## src/rtl/dmac_pkg.sv

```systemverilog
package dmac_pkg;
    localparam int unsigned REG_W  = 16;
    localparam int unsigned BYTE_W = 8;

    localparam logic [3:0] OFS_CMD      = 4'h8;
    localparam logic [3:0] OFS_ONE_MASK = 4'hA;
    localparam logic [3:0] OFS_DIR      = 4'hB;
    localparam logic [3:0] OFS_PTR_CLR  = 4'hC;
    localparam logic [3:0] OFS_RESET    = 4'hD;
    localparam logic [3:0] OFS_UNMASK   = 4'hE;
    localparam logic [3:0] OFS_ALL_MASK = 4'hF;

    localparam int unsigned CMD_STOP_BIT = 2;
endpackage

```

## src/rtl/dmac_chan.sv

```systemverilog
module dmac_chan
    import dmac_pkg::*;
#(
    parameter int PAGE_W = 8
) (
    input  logic              clk,
    input  logic              rst_n,
    input  logic              clr,
    input  logic              ld_addr,
    input  logic              ld_cnt,
    input  logic              hi_sel,
    input  logic              ld_dir,
    input  logic              dir_in,
    input  logic              ld_page,
    input  logic [BYTE_W-1:0] din,
    input  logic              step,
    output logic [REG_W-1:0]  addr,
    output logic [REG_W-1:0]  cnt,
    output logic [PAGE_W-1:0] page,
    output logic              dir
);
    typedef struct packed {
        logic [REG_W-1:0]  addr;
        logic [REG_W-1:0]  cnt;
        logic [PAGE_W-1:0] page;
        logic              dir;
    } chan_t;

    chan_t st_d, st_q;

    always_comb begin
        st_d = st_q;
        if (clr) begin
            st_d = '0;
        end else begin
            if (step) begin
                st_d.addr = st_q.addr + 1'b1;
                st_d.cnt  = st_q.cnt - 1'b1;
            end
            if (ld_addr) begin
                if (hi_sel) st_d.addr[REG_W-1:BYTE_W] = din;
                else        st_d.addr[BYTE_W-1:0]     = din;
            end
            if (ld_cnt) begin
                if (hi_sel) st_d.cnt[REG_W-1:BYTE_W] = din;
                else        st_d.cnt[BYTE_W-1:0]     = din;
            end
            if (ld_dir)  st_d.dir  = dir_in;
            if (ld_page) st_d.page = PAGE_W'(din);
        end
    end

    always_ff @(posedge clk or negedge rst_n) begin
        if (!rst_n) st_q <= '0;
        else        st_q <= st_d;
    end

    assign addr = st_q.addr;
    assign cnt  = st_q.cnt;
    assign page = st_q.page;
    assign dir  = st_q.dir;

    // a plain acknowledged beat moves address up and count down by one
    p_step_r8: assert property (@(posedge clk) disable iff (!rst_n)
        (step && !clr && !ld_addr && !ld_cnt) |=>
            (addr == REG_W'($past(addr) + 1'b1)) && (cnt == REG_W'($past(cnt) - 1'b1)));
endmodule

```

## src/rtl/dmac_pick.sv

```systemverilog
module dmac_pick #(
    parameter int CH = 4
) (
    input  logic [CH-1:0] req,
    output logic [CH-1:0] grant
);
    always_comb begin
        logic found;
        found = 1'b0;
        grant = '0;
        for (int i = 0; i < CH; i++) begin
            if (req[i] && !found) begin
                grant[i] = 1'b1;
                found    = 1'b1;
            end
        end
    end
endmodule

```

## src/rtl/dmac_regif.sv

```systemverilog
module dmac_regif
    import dmac_pkg::*;
#(
    parameter int CH     = 4,
    parameter int PAGE_W = 8
) (
    input  logic                    clk,
    input  logic                    rst_n,
    input  logic                    wr_en,
    input  logic                    rd_en,
    input  logic [3:0]              port_addr,
    input  logic [BYTE_W-1:0]       wdata,
    output logic [BYTE_W-1:0]       rdata,
    input  logic                    page_wr,
    input  logic [CH-1:0]           dreq,
    output logic [CH-1:0]           dack,
    output logic                    tc,
    output logic                    xfer_dir,
    output logic [PAGE_W+REG_W-1:0] xfer_addr
);
    localparam int CW = $clog2(CH);

    typedef struct packed {
        logic [CH-1:0]     mask;
        logic [CH-1:0]     flags;
        logic [BYTE_W-1:0] cmd;
        logic              ptr;
    } ctl_t;

    ctl_t ctl_d, ctl_q;

    logic [REG_W-1:0]  ch_addr [CH];
    logic [REG_W-1:0]  ch_cnt  [CH];
    logic [PAGE_W-1:0] ch_page [CH];
    logic [CH-1:0]     ch_dir;
    logic [CH-1:0]     ld_addr, ld_cnt, ld_dir, ld_page;
    logic [CH-1:0]     req_ok, grant, tc_vec;

    logic          is_chreg, wr_any, mclr;
    logic [CW-1:0] reg_ch;

    assign is_chreg = (port_addr[3] == 1'b0);
    assign reg_ch   = port_addr[CW:1];
    assign wr_any   = wr_en | page_wr;
    assign mclr     = wr_en && (port_addr == OFS_RESET);
    assign req_ok   = dreq & ~ctl_q.mask & {CH{~ctl_q.cmd[CMD_STOP_BIT] & ~wr_any}};

    dmac_pick #(.CH(CH)) i_pick (.req(req_ok), .grant(grant));

    // per-channel load strobes and acknowledge outputs
    always_comb begin
        tc_vec    = '0;
        xfer_addr = '0;
        xfer_dir  = 1'b0;
        for (int i = 0; i < CH; i++) begin
            ld_addr[i] = wr_en && is_chreg && (reg_ch == CW'(i)) && !port_addr[0];
            ld_cnt[i]  = wr_en && is_chreg && (reg_ch == CW'(i)) &&  port_addr[0];
            ld_dir[i]  = wr_en && (port_addr == OFS_DIR) && (wdata[CW-1:0] == CW'(i));
            ld_page[i] = page_wr && (port_addr[CW-1:0] == CW'(i));
            tc_vec[i]  = grant[i] && (ch_cnt[i] == '0);
            if (grant[i]) begin
                xfer_addr = {ch_page[i], ch_addr[i]};
                xfer_dir  = ch_dir[i];
            end
        end
    end

    assign dack = grant;
    assign tc   = |tc_vec;

    for (genvar g = 0; g < CH; g++) begin : g_chan
        dmac_chan #(.PAGE_W(PAGE_W)) i_chan (
            .clk     (clk),
            .rst_n   (rst_n),
            .clr     (mclr),
            .ld_addr (ld_addr[g]),
            .ld_cnt  (ld_cnt[g]),
            .hi_sel  (ctl_q.ptr),
            .ld_dir  (ld_dir[g]),
            .dir_in  (wdata[2]),
            .ld_page (ld_page[g]),
            .din     (wdata),
            .step    (grant[g]),
            .addr    (ch_addr[g]),
            .cnt     (ch_cnt[g]),
            .page    (ch_page[g]),
            .dir     (ch_dir[g])
        );
    end

    // control state next value
    always_comb begin
        ctl_d = ctl_q;
        if ((wr_en || rd_en) && is_chreg) ctl_d.ptr = ~ctl_q.ptr;
        if (rd_en && port_addr == OFS_CMD) ctl_d.flags = '0;
        if (wr_en) begin
            case (port_addr)
                OFS_CMD:      ctl_d.cmd = wdata;
                OFS_ONE_MASK: ctl_d.mask[wdata[CW-1:0]] = wdata[2];
                OFS_PTR_CLR:  ctl_d.ptr = 1'b0;
                OFS_UNMASK:   ctl_d.mask = '0;
                OFS_ALL_MASK: ctl_d.mask = wdata[CH-1:0];
                default: ;
            endcase
        end
        ctl_d.flags = ctl_d.flags | tc_vec;
        ctl_d.mask  = ctl_d.mask | tc_vec;
        if (mclr) begin
            ctl_d      = '0;
            ctl_d.mask = '1;
        end
    end

    always_ff @(posedge clk or negedge rst_n) begin
        if (!rst_n) begin
            ctl_q      <= '0;
            ctl_q.mask <= '1;
        end else begin
            ctl_q <= ctl_d;
        end
    end

    // read data
    always_comb begin
        rdata = '0;
        if (rd_en) begin
            if (is_chreg) begin
                if (port_addr[0]) rdata = ctl_q.ptr ? ch_cnt[reg_ch][REG_W-1:BYTE_W]  : ch_cnt[reg_ch][BYTE_W-1:0];
                else              rdata = ctl_q.ptr ? ch_addr[reg_ch][REG_W-1:BYTE_W] : ch_addr[reg_ch][BYTE_W-1:0];
            end else if (port_addr == OFS_CMD) begin
                rdata = BYTE_W'({dreq, ctl_q.flags});
            end else if (port_addr == OFS_ALL_MASK) begin
                rdata = BYTE_W'(ctl_q.mask);
            end
        end
    end

    // at most one acknowledge, never to a masked channel, none when stopped
    p_dack_onehot_r7: assert property (@(posedge clk) disable iff (!rst_n) $onehot0(dack));
    p_dack_unmasked_r7: assert property (@(posedge clk) disable iff (!rst_n) (dack & ctl_q.mask) == '0);
    p_dack_stopped_r7: assert property (@(posedge clk) disable iff (!rst_n)
        ctl_q.cmd[CMD_STOP_BIT] |-> (dack == '0));
    // pointer-clear write leaves the select on the low byte
    p_ptr_clear_r3: assert property (@(posedge clk) disable iff (!rst_n)
        (wr_en && port_addr == OFS_PTR_CLR) |=> !ctl_q.ptr);
    // the channel reaching terminal count masks itself
    p_tc_masks_r9: assert property (@(posedge clk) disable iff (!rst_n)
        tc |=> ((ctl_q.mask & $past(dack)) == $past(dack)) && ((ctl_q.flags & $past(dack)) == $past(dack)));
    // master clear state
    p_master_clear_r1: assert property (@(posedge clk) disable iff (!rst_n)
        mclr |=> (ctl_q.mask == '1) && (ctl_q.flags == '0) && !ctl_q.ptr && (ctl_q.cmd == '0));
endmodule

```

## config.mk

```make
export PLATFORM = sky130hd
export DESIGN_NAME = dmac_regif
export DESIGN_NICKNAME = d
export VERILOG_FILES = /design/src/rtl/dmac_pkg.sv /design/src/rtl/dmac_chan.sv /design/src/rtl/dmac_pick.sv /design/src/rtl/dmac_regif.sv
export SDC_FILE = /design/constraint.sdc
export NUM_CORES = 1
export LEC_CHECK = 0
export BUFFER_PORTS_ARGS = -buffer_cell sky130_fd_sc_hd__buf_2
export CORE_MARGIN = 4
export CORE_UTILIZATION = 50
export CTS_CLUSTER_SIZE = 25
export DETAILED_ROUTE_END_ITERATION = 10
export PLACE_DENSITY = 0.73
export SLEW_MARGIN = 20
export SYNTH_ARGS = -nofsm -noshare
export SYNTH_HDL_FRONTEND = slang
export SYNTH_SLANG_ARGS = --single-unit
export TNS_END_PERCENT = 100
```

## constraint.sdc

```tcl
create_clock -name clk -period 3.6 [get_ports clk]
set_input_delay 0.18 -clock clk [delete_from_list [all_inputs] [get_ports clk]]
set_output_delay 0.18 -clock clk [all_outputs]
set_load 0.01 [all_outputs]
```

Word-level counts from Yosys, hierarchy flattened

Index checks and enable logic that the tools add are counted.

Output and inout port bits: 38
Logic and storage cells: 194
Bits in registers: 176

Mux-type cells: 78
Magnitude comparators: 3
Reductions and logical operators: 57
Bitwise operators: 12
Add/subtract/negate cells: 8
Equality and inequality tests: 16

Operators by type and width:

| cell                    | count |
|---|---|
| $mux W8                 | 27 |
| $mux W16                | 12 |
| $mux W41                | 4 |
| $mux W32                | 4 |
| $mux W24                | 4 |
| $add A16 B1 Y16 const B | 4 |
| $bmux W16 S2            | 2 |
| $logic_not A16 Y1       | 4 |
| $sub A16 B1 Y16 const B | 4 |
| $logic_and A1 B1 Y1     | 33 |
| $eq A4 B4 Y1 const B    | 7 |
| $reduce_bool A2 Y1      | 10 |
| $mux W1                 | 17 |
| $mux W17                | 1 |
| $eq A2 B2 Y1 const B    | 6 |
| $mux W4                 | 3 |
| $pmux W4 S3             | 1 |
| $mux W9                 | 1 |
| $and A4 B4 Y4           | 2 |
| $or A4 B4 Y4            | 2 |
| $eq A2 B1 Y1 const B    | 3 |
| $logic_not A2 Y1        | 3 |
| $bwmux W4               | 1 |
| $logic_not A1 Y1        | 4 |
| other kinds (12)        | 15 |

Depth between registers and ports, before layout

Depth after elaboration: 18
Gate-level depth with buffers: 9
Depth with buffers taken out: 7

By module

A second synthesis with hierarchy kept.

Cell total of the unflattened synthesis: 1303
Area total of the unflattened synthesis: 12150.4 sq um

Modules (own cells, without submodules):

| module                           | instances | cells each | area each (sq um) |
|---|---|---|---|
| dmac_chan (g_chan[0].i_chan ...) | 3         | 229        | 2311.0 |
| dmac_regif                       | 1         | 376        | 2925.3 |
| dmac_chan (g_chan[3].i_chan)     | 1         | 236        | 2255.9 |
| dmac_pick                        | 1         | 4          | 36.3 |

Least setup slack after synthesis

Ideal clock, no wire load.

Kind: register -> output
Start point: register g_chan[2].i_chan.st_q (netlist bit g_chan[2].i_chan.cnt[8])
End point: output tc
Setup slack: 1.211 ns
Arrival time: 2.209 ns
Stages on the path, launching flop included: 6
Path buffers: 0
Cell sequence: dfrtp_1 or4_4 or4b_4 nor4b_4 or3b_4 nand4_1

Longest elaborated chain between the ends: 3

Ends and longest elaborated chain:

| element                | line             | text |
|---|---|---|
| from (decl)            | dmac_chan.sv:29  | `chan_t st_d, st_q;` |
| from (signal assigned) | dmac_chan.sv:55  | `else st_q <= st_d;` |
| $logic_not A16 Y1      | dmac_regif.sv:60 | `tc_vec[i] = grant[i] && (ch_cnt[i] == '0);` |
| $logic_and A1 B1 Y1    | dmac_regif.sv:60 |  |
| $reduce_or A4 Y1       | dmac_regif.sv:69 | `assign tc = \|tc_vec;` |
| to (decl)              | dmac_regif.sv:17 | `output logic tc,` |

Every way passes these cells.

Final worst setup path

Start point: register ctl_q[13] (netlist name)
End point: output xfer_addr[1]

Longest elaborated chain between the ends: 14

Ends and longest elaborated chain:

| element                        | line              | text |
|---|---|---|
| from (decl)                    | dmac_regif.sv:30  | `ctl_t ctl_d, ctl_q;` |
| from (signal assigned)         | dmac_regif.sv:119 | `ctl_q <= ctl_d;` |
| $not A4 Y4 (*)                 | dmac_regif.sv:46  | `assign req_ok = dreq & ~ctl_q.mask & {CH{~ctl_q.cmd[CMD_STOP_BIT] & ~wr_any}};` |
| $and A4 B4 Y4 (*) (2 in a row) | dmac_regif.sv:46  |  |
| $mux W1 (*)                    | dmac_pick.sv:12   | `if (req[i] && !found) begin` |
| $logic_not A1 Y1               | dmac_pick.sv:12   |  |
| $logic_and A1 B1 Y1            | dmac_pick.sv:12   |  |
| $mux W1                        | dmac_pick.sv:12   |  |
| $logic_not A1 Y1               | dmac_pick.sv:12   |  |
| $logic_and A1 B1 Y1            | dmac_pick.sv:12   |  |
| $mux W1                        | dmac_pick.sv:12   |  |
| $logic_not A1 Y1               | dmac_pick.sv:12   |  |
| $logic_and A1 B1 Y1            | dmac_pick.sv:12   |  |
| $mux W1                        | dmac_pick.sv:12   |  |
| $mux W24 (*)                   | dmac_regif.sv:61  | `if (grant[i]) begin` |
| to (decl)                      | dmac_regif.sv:19  | `output logic [PAGE_W+REG_W-1:0] xfer_addr` |

Every way passes the cells marked *; elsewhere a longest branch is shown, timed or not.

==> out/metrics.cfg <==
[status]
status = complete, no violations

[setup_path]
cp_cell_sequence = nor2b_1 > nor3_4 > buf_4 > nand2_1 > buf_4 > inv_2 > a222oi_1 > nand2_1 > buf_2
critPathSlowestCell = nor2b_1
r2r_start = ctl_q[0]
crit_required_ns = 3.42
endpoint_kind = output pin
worst_r2r_path_depth = 4
endpoint = xfer_addr[1]
worstPathArrival_ns = 3.02
cpPeakStageDelay_ns = 0.61
cp_max_fo = 34
crit_type = reg2out
r2r_end = g_chan[3].i_chan.cnt[0]
startpoint_type = flop
setup.worst_path.start = ctl_q[13]
r2r_setup_slack_ns = 0.91

[clock_network]
cts_resized = 0
hold_buffers = 1
cts_tree = yes
postCtsSetupRepairBufs = 0
clock-sinks = 174
cts.clk_slew.worst_paths_ns = 0.08
cts_root_buf = clkbuf_16
clk_latency_ns = 0.45
numCtsBuffers = 17
clockBufferDepth = 2
cts_max_level = 4

[placed_design]
hpwl_mm = 25.44
gp_congestion = 0.9438
io_buffers = 58

[logic_synthesis]
synth_seq_cells = 174
ys.flop_type = dfrtp_1
synth-edff-count = 0
yosysSeqAreaShare_pct = 38.69
ys_warn_count = 0
syn-cell-area_mm2 = 0.01127
syn_inst = 1291
synth.avg_cell_area_um2 = 8.728
synth_nets = 1321
synth.distinct_cells = 61
synth_async_sr_flop_share_pct = 100.0

[timing]
setup_tns_ns = 0
hold_viol = 0
skew_ns = 0.01309
fin_hold_ws_ns = 0.1052
setup_violations = 0
period_share_pct = 88.97
slew_headroom_pct = 40.57
period_needed_ns = 3.203
fmax_mhz = 312.2
finalMaxSlewViolations = 0
rsz0062_at_grt = false
worstMarginPinSlew_ns = 0.8794

[die]
core_area_mm2 = 0.02203
io_pins = 59
die_area_mm2 = 0.02500
num_rows = 54
die_h_um = 158.1
initial_core_util_pct = 51.16
die_x_um = 158.1

[layout]
fillCellCount = 1964
layout-drive-gt1-share_pct = 12.30
synthToLayoutAreaGrowth_pct = 9.772
finish.net_count = 1318
regArea_mm2 = 0.004359
multi_input_area_mm2 = 0.006426
diodes = 0

[global_route]
use_met1_pct = 42.42
globalRouteMet2Util_pct = 46.70
gr-total-overflow = 0
top_usage_layer = met2
grt_max_degree = 83
first_global_vias = 10030
grt_usage_pct = 30.70
antenna_found_initial = 0
grt_pass1_wl_mm = 59.12
use_met3_pct = 8.037

[drt]
wirelength_mm = 38.14
wl_per_cell_um = 24.12
viasPerCell = 6.735
post-route-drc-count = 0
dr_total_vias = 10650
drt_iter0_drc = 1783
ant_nets = 0
firstDrtPassIters = 8

[power_and_ir_drop]
peakVddDrop_uv = 305.2
leakagePower_nw = 5.131
p_per_area_mw_per_mm2 = 576.9

[job]
drv_cap = 0

[hold_path]
holdCritPathClass = in2reg

cell type report:
| cell class | count | share of cell area [%] |
|---|---|---|
| clock buffer | 17 | 3.439 |
| clock inverter | 15 | 1.669 |
| sequential | 174 | 35.24 |
| timing repair buffer | 84 | 4.198 |
| multi-input combinational | 989 | 51.95 |
| tap | 280 | 2.832 |
| inverter | 22 | 0.6676 |
power by group:
group / switching (mW) / internal (mW)
clock network: 1.00 / 0.960
logic: 0.938 / 0.897
registers: 0.847 / 2.49
layout by cell type (no fill, tap or decap), drive strengths merged, types with 5 or more instances in the layout:
cell    count
a211oi     13
a21oi     162
a222oi     23
and2        6
and3       13
and4       13
buf        83
clkbuf     17
clkinv      9
dfrtp     170
ha          9
inv        28
mux2        5
mux2i      43
mux4       20
nand2     106
nand2b      9
nand3      50
nand4      23
nor2       79
nor2b      12
nor3       48
nor4       22
nor4b       6
o211ai      5
o21ai     139
o22ai       5
or3        12
or4         5
xnor2      78
xor2       40
cells in the mapped netlist (6+ instances only):
cell / number / area [µm²]
a211oi_1: 13 / 97.59
a21oi_1: 161 / 805.8
a222oi_1: 23 / 230.2
and2_1: 6 / 37.54
and3_1: 13 / 81.33
and4_1: 13 / 113.9
buf_1: 8 / 30.03
buf_2: 8 / 40.04
clkbuf_1: 85 / 319.1
dfrtp_1: 170 / 4254
ha_1: 9 / 112.6
inv_1: 20 / 75.07
mux2i_1: 43 / 430.4
mux4_2: 19 / 427.9
nand2_1: 106 / 397.9
nand2b_1: 9 / 56.30
nand3_1: 50 / 250.2
nand4_1: 23 / 143.9
nor2_1: 79 / 296.5
nor2b_1: 12 / 75.07
nor3_1: 45 / 225.2
nor4_1: 22 / 137.6
o21ai_0: 139 / 695.7
or3_1: 12 / 75.07
xnor2_1: 78 / 683.2
xor2_1: 40 / 350.3
through the flow:
stage	std cells	setup WS (ns)	utilization [%]	power (mW)	instance area (µm²)
finish	1581	0.3971	56.16	7.136	12370
global route	1581	0.2342	56.16	7.476	12370
CTS	1581	0.4596	56.14	7.064	12370
detailed placement	1548	0.9468	53.23	5.110	11720
global placement	1548	0.9867	53.23	5.039	11720
floorplan	1291	1.211	-	4.408	11270
cell families after synthesis:
| group | count (synthesis) | share of synthesized area, % |
|---|---|---|
| buf+inv | 128 | 4.519 |
| fa+ha+maj | 9 | 0.9994 |
| simple gates | 425 | 19.74 |
| flops | 174 | 38.69 |
| compound gates | 369 | 18.53 |
| mux | 68 | 8.350 |
| xor+xnor | 118 | 9.172 |
per-layer routing:
layer,share of wire (%),vias to the layer above
met3,12,137
met2,44,735
met4,4.2,0
met5,0,-
li1,-,4705
met1,40,5071
state kept, by name, summed over array words and instances, names as in the netlist:
register            flops
ctl_q                  10
g_chan.i_chan.addr     64
g_chan.i_chan.cnt      64
g_chan.i_chan.dir       4
g_chan.i_chan.page     32
worst min-delay path by stage:
| stage | from | slack, ns | cells past startpoint | endpoint |
|---|---|---|---|---|
| finish | rd_en | 0.11 | 3 | ctl_q[0] |
| global route | rd_en | 0.13 | 3 | ctl_q[0] |
| CTS | rd_en | 0.09 | 3 | ctl_q[0] |
| detailed placement | rst_n | 0.22 | 1 | g_chan[1].i_chan.cnt[11] |
| global placement | rst_n | 0.22 | 1 | g_chan[1].i_chan.cnt[11] |
| floorplan | rst_n | -0.12 | 0 | ctl_q[0] |
worst max-delay path: cells and delay by family, from the launching register on:
family,cells,cell delay (ns)
DFF,1,0.40
AOI/OAI and AO/OA,1,0.38
and+or+nand+nor,4,0.83
buffers and inverters,4,0.96
(Power assumes the default switching activity.)
